--- src/rtl/cla_pkg.sv ---
package cla_pkg;
  localparam int unsigned BLK = 4;
endpackage

--- src/rtl/cla_block.sv ---
module cla_block
  import cla_pkg::*;
(
  input  logic [BLK-1:0] g_i,
  input  logic [BLK-1:0] p_i,
  input  logic           cin_i,
  output logic [BLK-1:0] c_o,
  output logic           gblk_o,
  output logic           pblk_o
);
  logic prod;
  logic term;
  logic acc;

  always_comb begin
    c_o = '0;
    for (int i = 0; i < BLK; i++) begin
      prod = cin_i;
      for (int j = 0; j < i; j++) prod = prod & p_i[j];
      acc = prod;
      for (int j = 0; j < i; j++) begin
        term = g_i[j];
        for (int k = j + 1; k < i; k++) term = term & p_i[k];
        acc = acc | term;
      end
      c_o[i] = acc;
    end
    acc = 1'b0;
    for (int j = 0; j < BLK; j++) begin
      term = g_i[j];
      for (int k = j + 1; k < BLK; k++) term = term & p_i[k];
      acc = acc | term;
    end
    gblk_o = acc;
    pblk_o = &p_i;
  end

  // Slice carry-out from the last bit equals the slice-level terms.
  always_comb begin
    assert_blkout_R5: assert ((g_i[BLK-1] | (p_i[BLK-1] & c_o[BLK-1])) ==
                              (gblk_o | (pblk_o & cin_i)))
      else $error("slice carry-out mismatch");
  end
endmodule

--- src/rtl/cla_group_gen.sv ---
module cla_group_gen #(
  parameter int unsigned NB = 4
) (
  input  logic [NB-1:0] gblk_i,
  input  logic [NB-1:0] pblk_i,
  input  logic          cin_i,
  output logic [NB:0]   cblk_o
);
  logic prod;
  logic term;
  logic acc;

  always_comb begin
    cblk_o = '0;
    for (int k = 0; k <= NB; k++) begin
      prod = cin_i;
      for (int j = 0; j < k; j++) prod = prod & pblk_i[j];
      acc = prod;
      for (int j = 0; j < k; j++) begin
        term = gblk_i[j];
        for (int m = j + 1; m < k; m++) term = term & pblk_i[m];
        acc = acc | term;
      end
      cblk_o[k] = acc;
    end
  end

  // Flattened carries agree with the recursive form, slice by slice.
  always_comb begin
    assert_cin_R4: assert (cblk_o[0] == cin_i) else $error("carry-in lost");
    for (int k = 0; k < NB; k++) begin
      assert_blkcarry_R5: assert (cblk_o[k+1] ==
                                  (gblk_i[k] | (pblk_i[k] & cblk_o[k])))
        else $error("slice carry %0d mismatch", k + 1);
    end
  end
endmodule

--- src/rtl/cla2_adder.sv ---
module cla2_adder
  import cla_pkg::*;
#(
  parameter int unsigned WIDTH = 16
) (
  input  logic [WIDTH-1:0] a_i,
  input  logic [WIDTH-1:0] b_i,
  input  logic             cin_i,
  output logic [WIDTH-1:0] sum_o,
  output logic             cout_o,
  output logic             ovf_o
);
  localparam int unsigned NB = WIDTH / BLK;

  logic [WIDTH-1:0] gen_bit;
  logic [WIDTH-1:0] prop_bit;
  logic [WIDTH-1:0] half_sum;
  logic [WIDTH-1:0] carry_bit;
  logic [NB-1:0]    gblk;
  logic [NB-1:0]    pblk;
  logic [NB:0]      cblk;

  assign gen_bit  = a_i & b_i;
  assign prop_bit = a_i | b_i;
  assign half_sum = a_i ^ b_i;

  for (genvar s = 0; s < NB; s++) begin : g_slice
    cla_block u_blk (
      .g_i    (gen_bit[s*BLK +: BLK]),
      .p_i    (prop_bit[s*BLK +: BLK]),
      .cin_i  (cblk[s]),
      .c_o    (carry_bit[s*BLK +: BLK]),
      .gblk_o (gblk[s]),
      .pblk_o (pblk[s])
    );
  end

  cla_group_gen #(.NB(NB)) u_gen (
    .gblk_i (gblk),
    .pblk_i (pblk),
    .cin_i  (cin_i),
    .cblk_o (cblk)
  );

  assign sum_o  = half_sum ^ carry_bit;
  assign cout_o = cblk[NB];
  assign ovf_o  = carry_bit[WIDTH-1] ^ cblk[NB];

  always_comb begin
    assert_sum_R1: assert ({cout_o, sum_o} ==
                           ({1'b0, a_i} + {1'b0, b_i} + {{WIDTH{1'b0}}, cin_i}))
      else $error("sum mismatch");
    assert_cout_R2: assert (cout_o == ((a_i[WIDTH-1] & b_i[WIDTH-1]) |
                            ((a_i[WIDTH-1] ^ b_i[WIDTH-1]) & ~sum_o[WIDTH-1])))
      else $error("carry-out mismatch");
    assert_ovf_R3: assert (ovf_o == ((a_i[WIDTH-1] == b_i[WIDTH-1]) &&
                                     (sum_o[WIDTH-1] != a_i[WIDTH-1])))
      else $error("overflow mismatch");
  end
endmodule

--- config.mk ---
export PLATFORM = sky130hd
export DESIGN_NAME = cla2_adder
export DESIGN_NICKNAME = d
export VERILOG_FILES = /design/src/rtl/cla_pkg.sv /design/src/rtl/cla_block.sv /design/src/rtl/cla_group_gen.sv /design/src/rtl/cla2_adder.sv
export SDC_FILE = /design/constraint.sdc
export NUM_CORES = 1
export LEC_CHECK = 0
export BUFFER_PORTS_ARGS = -buffer_cell sky130_fd_sc_hd__buf_2
export CAP_MARGIN = 20
export CORE_ASPECT_RATIO = 1.5
export CORE_MARGIN = 2
export CORE_UTILIZATION = 40
export DETAILED_ROUTE_END_ITERATION = 6
export GPL_TIMING_DRIVEN = 0
export PLACE_DENSITY = 0.73
export SETUP_SLACK_MARGIN = 0.02
export SYNTH_ARGS = -nofsm -noshare
export SYNTH_HDL_FRONTEND = slang
export SYNTH_SLANG_ARGS = --single-unit
--- constraint.sdc ---
create_clock -name vclk -period 3.85
set_clock_uncertainty 0.2 [all_clocks]
set_input_delay 1.155 -clock vclk [all_inputs]
set_output_delay 1.155 -clock vclk [all_outputs]
set_load 0.02 [all_outputs]
==> results of run 1 <==
power by group through the flow:
stage / clock [mW] / combinational (mW) / sequential [mW]
after floorplan: 0 / 0.205 / 0
final: 0 / 0.386 / 0
after global placement: 0 / 0.271 / 0
after detailed placement: 0 / 0.282 / 0
after global routing: 0 / 0.413 / 0
after CTS: 0 / 0.359 / 0
area by class of cell:
cell class	count	area share [%]
inverters	42	10.04
repair buffers	63	24.94
multi-input cells	94	62.75
well taps	37	2.278
cells by family (layout without fill, tap and decap cells):
kind of cell | count (synthesis) | after routing | share of synthesized area (%)
XOR/XNOR | 11 | 11 | 8.761
AO/OA/AOI/OAI | 22 | 22 | 17.75
AND/OR/NAND/NOR | 24 | 24 | 14.11
adder cells (fa/ha/maj) | 36 | 36 | 43.69
buffers and inverters | 42 | 105 | 14.33
multiplexers | 1 | 1 | 1.365
Yosys cell counts, types with 2 or more instances:
cell	n	share of area, %
o21bai_1	2	1.4
o21ai_2	2	1.6
nand2_1	2	0.68
ha_1	32	36
nand2b_1	4	2.3
a221oi_2	2	2.7
inv_1	42	14
nor3b_1	3	2.0
nor2_1	6	2.0
nor3_1	2	0.91
or2_2	2	1.1
xnor2_1	2	1.6
nor2b_1	2	1.1
a21oi_1	7	3.2
fa_1	4	7.3
xor2_1	9	7.2
critical path: stages:
cell      delay (ns)
buf_12          0.09
inv_12          0.03
ha_4            0.17
nor4_4          0.29
nand2b_1        0.10
a21oi_2         0.18
o21ai_2         0.10
buf_6           0.14
a31oi_4         0.16
mux2_4          0.32
buf_6           0.13
what timing repair did:
item | in CTS | in global routing
pin swaps | 23 | 13
endpoints found under the setup margin | 14 | 14
setup buffers | 9 | 3
gates resized for setup | 53 | 23
path summary, 6_finish.rpt:
| check | from | end | slack [ns] |
|---|---|---|---|
| max | b_i[6] | ovf_o | -0.37 |
| min | b_i[4] | sum_o[4] | 2.54 |
layout by cell type (no fill, tap or decap), types with 3 or more instances in the layout:
master	synthesis	final
fa_2	0	3
nor3b_1	3	3
nor2_1	6	4
ha_2	0	5
ha_4	0	6
buf_6	0	19
a21oi_1	7	3
a21oi_2	1	3
inv_1	42	30
ha_1	32	21
buf_4	0	13
xor2_2	0	5
buf_2	0	28
xor2_4	0	3
inv_2	0	6
nand2b_1	4	4
per-layer routing:
layer | share of wire (%) | track usage (%) | up-vias
met4 | 1.9 | 1.389 | 0
met1 | 30 | 16.85 | 528
met5 | 0 | 0 | -
met2 | 64 | 44.01 | 44
li1 | - | - | 544
met3 | 4.4 | 1.055 | 11
per-stage QoR:
stage | instance area (um^2) | setup WS [ns] | hold slack, ns
after detailed placement | 1620 | -0.5789 | 2.563
after floorplan | 1319 | -0.1857 | 2.356
after global routing | 2032 | -0.4543 | 2.560
after global placement | 1620 | -0.5693 | 2.558
after CTS | 1903 | -0.3876 | 2.545
final | 2032 | -0.3683 | 2.544
==> summary.md, run 1 <==
| Metric | Value |
|---|---|
| Layout Cells excl Fill | 236 |
| Routability cong. | 0.7748 |
| Net switching power | 0.1911 mW |
| Total chip power | 0.3860 mW |
| Arr. time, crit path | 2.86 ns |
| Max-slew violations | 0 |
| Top Ports | 51 |
| Vert. Die Dim | 68.22 um |
| Synthesis Warnings | 0 |
| Crit end category | output port |
| Synthesized cell area | 1100 um^2 |
| GRT Total Usage | 19.23% |
| Sequential power share | 0% |
| Logic pwr share | 100.0% |
| Initial antenna violation count | 0 |
| Setup violators final | 14 |
| Placed cell count | 224 |
| Final WL | 3146 um |
| Status | finished, violations left |
| Internal | 0.1948 mW |
| Final hold violation count | 0 |
| Seq. cell area | 0 um^2 |
| Unrepaired setup endpoints after global routing | yes |
| Clk pwr share | 0% |
| N_diodes | 0 |
| Number of sequential cells | 0 |
| Failing checks | negative setup slack |
| Count of different cell masters after synthesis | 29 |
| CORE AREA | 2648 um^2 |
| Mapped Cells | 136 |
| Number of max-cap violations | 0 |
| Clock Buffer Count | 0 |
| Layout fillers | 197 |
| Fmax | 237.1 MHz |
| # hold bufs at CTS | 0 |
| PortBufs | 51 |
| Worst-margin pin slew | 0.4405 ns |
| Fin util | 76.75% |
| Switching Fraction | 49.52% |
| Largest net degree at the start of global routing | 7 |
| Leak | 0.9952 nW |
| Hold Path Stages | 3 |
| Fin nets | 270 |
| Core Rows | 23 |
| Number of global-route vias before repair | 1,139 |
| First-pass GRT wire length | 4623 um |
| Critical path fanouts, max | 4 |
| Routed WL per cell | 13.33 um |
| Starting Density | 41.54% |
| Pre-antenna DRT Iters | 4 |
| Req. time, crit path | 2.49 ns |
| Via density | 4.775 |
| ANT nets after route | 0 |
| Die area | 3194 um^2 |
| Syn avg cell area | 8.087 um^2 |
| DRC Markers | 0 |
| Area grow syn2layout | 84.76% |
| Vias | 1,127 |
| Remaining Overflow, GRT | 0 |
| Fin crit period | 4.218 ns |
| PD cells | 189.9 nW/um^2 |
| Share of cells above drive strength 1 | 61.31% |
| PnR worst setup slack | -0.3683 ns |
| Die width | 46.82 um |
| Worst hold path class | primary input to output port |
| Worst VDD drop | 0.1430 mV |
| WS Path Type | primary input to output port |
| Post-DP HPWL | 2306 um |
| DR iter-0 viols | 11 |
| Period utilization | 109.6% |
| TNS Setup | -3.932 ns |
| Post-Synthesis Net Count | 205 |
| Worst relative slew slack | 70.57% |
| Startpoint Class | primary input |
| Multi-input logic area | 1275 um^2 |
| Sequential-to-total area share from yosys stat | 0% |
No activity file was read; power rests on OpenSTA's default activity.
==> inputs of run 2 (changes only) <==
--- a/config.mk
+++ b/config.mk
@@ -5,6 +5,7 @@
 export SDC_FILE = /design/constraint.sdc
 export NUM_CORES = 1
 export LEC_CHECK = 0
+export ABC_AREA = 1
 export BUFFER_PORTS_ARGS = -buffer_cell sky130_fd_sc_hd__buf_2
 export CAP_MARGIN = 20
 export CORE_ASPECT_RATIO = 1.5
@@ -12,7 +13,7 @@
 export CORE_UTILIZATION = 40
 export DETAILED_ROUTE_END_ITERATION = 6
 export GPL_TIMING_DRIVEN = 0
-export PLACE_DENSITY = 0.73
+export PLACE_DENSITY = 0.74
 export SETUP_SLACK_MARGIN = 0.02
 export SYNTH_ARGS = -nofsm -noshare
 export SYNTH_HDL_FRONTEND = slang
==> summary.md, run 2 <==
| Metric | Value |
|---|---|
| Status | finished, violations left |
| Failing checks | negative setup slack |
| Vert. Die Dim | 66.52 um (-2.5%) |
| Final WL | 2417 um (-23%) |
| Number of sequential cells | 0 (unchanged) |
| Leak | 0.9693 nW (-2.6%) |
| Number of global-route vias before repair | 1,109 (-2.6%) |
| Arr. time, crit path | 2.68 ns (-0.18 ns) |
| Post-Synth Adder-Cell Area | 46.10% (+2.4 points) |
| Post-synthesis mux area share | 0% (-1.4 points) |
| Die width | 45.68 um (-2.4%) |
| PortBufs | 51 (unchanged) |
| Period utilization | 104.8% (-4.8 points) |
| Final hold violation count | 0 (unchanged) |
| Synth Area in XOR/XNOR | 9.244% (+0.48 points) |
| Most numerous cell in the Yosys netlist | inv_1 |
| Fin util | 71.25% (-5.5 points) |
| Hold Path Stages | 3 (unchanged) |
| Routed WL per cell | 10.42 um (-22%) |
| Simple-gate portion of the synthesized area | 21.49% (+7.4 points) |
| TNS Setup | -1.032 ns (+2.900 ns) |
| Fin nets | 279 (+3.3%) |
| Area leader, netlist | ha_1 |
| Fmax | 247.9 MHz (+4.6%) |
| Top cells by count, synth | inv_1, ha_1, nand2_1 |
| # hold bufs at CTS | 0 (unchanged) |
| Largest net degree at the start of global routing | 5 (-2) |
| Max-slew violations | 0 (unchanged) |
| Most frequent cells in the layout | inv_1, buf_2, ha_1, buf_6 |
| Share of cells above drive strength 1 | 55.77% (-5.5 points) |
| Critical path fanouts, max | 3 (-1) |
| DR iter-0 viols | 17 (+6) |
| Area grow syn2layout | 67.47% |
| Req. time, crit path | 2.49 ns (about the same) |
| Remaining Overflow, GRT | 0 (unchanged) |
| Worst VDD drop | 0.1123 mV (-21%) |
| Compound-Gate Fraction of Synth Area | 5.162% (-13 points) |
| Initial antenna violation count | 0 (unchanged) |
| GRT Total Usage | 16.03% (-3.2 points) |
| Setup violators final | 9 (-5) |
| Worst hold path class | primary input to output port |
| HP Start | a_i[4] |
| Commonest non-fill, non-tap cell in the layout | inv_1 |
| Number of max-cap violations | 0 (unchanged) |
| DRC Markers | 0 (unchanged) |
| Synthesis Warnings | 0 (unchanged) |
| Core Rows | 22 (-4.3%) |
| Area contributors post-synth | ha_1, inv_1, fa_1 |
| ANT nets after route | 0 (unchanged) |
| Pre-antenna DRT Iters | 4 (unchanged) |
| Seq. cell area | 0 um^2 (unchanged) |
| Count of different cell masters after synthesis | 21 (-28%) |
| Worst relative slew slack | 73.94% (+3.4 points) |
| Clock Buffer Count | 0 (unchanged) |
| Syn avg cell area | 6.948 um^2 (-14%) |
| Layout fillers | 192 (-2.5%) |
| Die area | 3038 um^2 (-4.9%) |
| Share of the synthesized area in the top cell type | 38.42% (+2.0 points) |
| PD cells | 178.8 nW/um^2 (-5.8%) |
| Worst-margin pin slew | 0.3909 ns (-0.04955 ns) |
| Post-Synthesis Net Count | 219 (+6.8%) |
| First-pass GRT wire length | 3877 um (-16%) |
| N_diodes | 0 (unchanged) |
| Vias | 1,082 (-4.0%) |
| CP startpoint | b_i[5] |
| Fin crit period | 4.034 ns (-0.1839 ns) |
| Startpoint Class | primary input |
| Largest family of logic cells by synthesized area | adder cells |
| Sequential-to-total area share from yosys stat | 0% (unchanged) |
| Crit end category | output port |
| Via density | 4.664 (-2.3%) |
| Starting Density | 42.54% (+1.0 points) |
| CORE AREA | 2450 um^2 (-7.5%) |
| Mapped Cells | 150 (+10%) |
| Post-DP HPWL | 1711 um (-26%) |
| Synthesized cell area | 1042 um^2 (-5.2%) |
| Worst hold margin | 2.527 ns (-0.01677 ns) |
| WS Path Type | primary input to output port |
| Unrepaired setup endpoints after global routing | yes |
| Top Ports | 51 (unchanged) |
| Routability cong. | 0.7149 (-7.7%) |
| PnR worst setup slack | -0.1844 ns (+0.1839 ns) |
-- run 2: cell count changes in the layout (fill, tap and decap cells not counted), moves of 3 or more --
cell / change
nand2_2: +9
xor2_1: +4
nand2_4: +4
inv_2: +4
nand2b_1: -4
nand2_1: +10
nor3b_1: -3
inv_1: +6
buf_6: -3
buf_8: +3
nor2_1: +3
xor2_2: -4
xnor2_1: +3
-- run 2: cell families after synthesis --
family,count (synthesis)
buffers and inverters,50
AND/OR/NAND/NOR,45
adder cells (fa/ha/maj),36
XOR/XNOR,11
AO/OA/AOI/OAI,8
-- run 2: metrics by stage --
| step | worst slack [ns] | std cells | power, mW | area [um^2] |
|---|---|---|---|---|
| finish | -0.1844 | 232 | 0.3121 | 1745 |
| global route | -0.2965 | 232 | 0.3402 | 1745 |
| CTS | -0.2007 | 231 | 0.2882 | 1630 |
| detailed placement | -0.3264 | 225 | 0.2303 | 1356 |
| global placement | -0.3215 | 225 | 0.2276 | 1356 |
| floorplan | -0.004119 | 150 | 0.1625 | 1071 |
-- run 2: per-layer routing --
layer	GRT usage, %	part of all wire (%)
met1	13.09	30
met2	37.15	65
met3	2.168	4.9
met4	0	0
met5	0	0
-- run 2: final timing paths --
check	end	slack, ns
max	sum_o[13]	-0.18
min	sum_o[4]	2.53
-- run 2: area by class of cell --
| type | count | area, um^2 | share of cell area [%] |
|---|---|---|---|
| Timing Repair Buffer | 58 | 460.4 | 26.38 |
| Inverter | 50 | 200.2 | 11.47 |
| Tap cell | 24 | 30.03 | 1.720 |
| Multi-Input combinational cell | 100 | 1055 | 60.43 |
-- run 2: worst max-delay path, stage by stage --
cell and delay (ns):
buf_8 0.10, inv_4 0.05, ha_4 0.13, inv_4 0.04, buf_4 0.12, and3_4 0.16
nand2_2 0.06, nand2_2 0.06, nand2_2 0.07, nand2_4 0.06, fa_2 0.38, xor2_4 0.16
buf_6 0.13
-- run 2: where the power goes --
group          total, mW  internal [mW]  switching, mW
Sequential             0              0              0
Combinational      0.312          0.151          0.161
Clock                  0              0              0
Total              0.312          0.151          0.161
-- run 2: timing repair --
action                                  in CTS  in global routing
gates resized for setup                     68                 30
endpoints found under the setup margin      12                 14
pin swaps                                   27                 18
buffers inserted                             6                  1
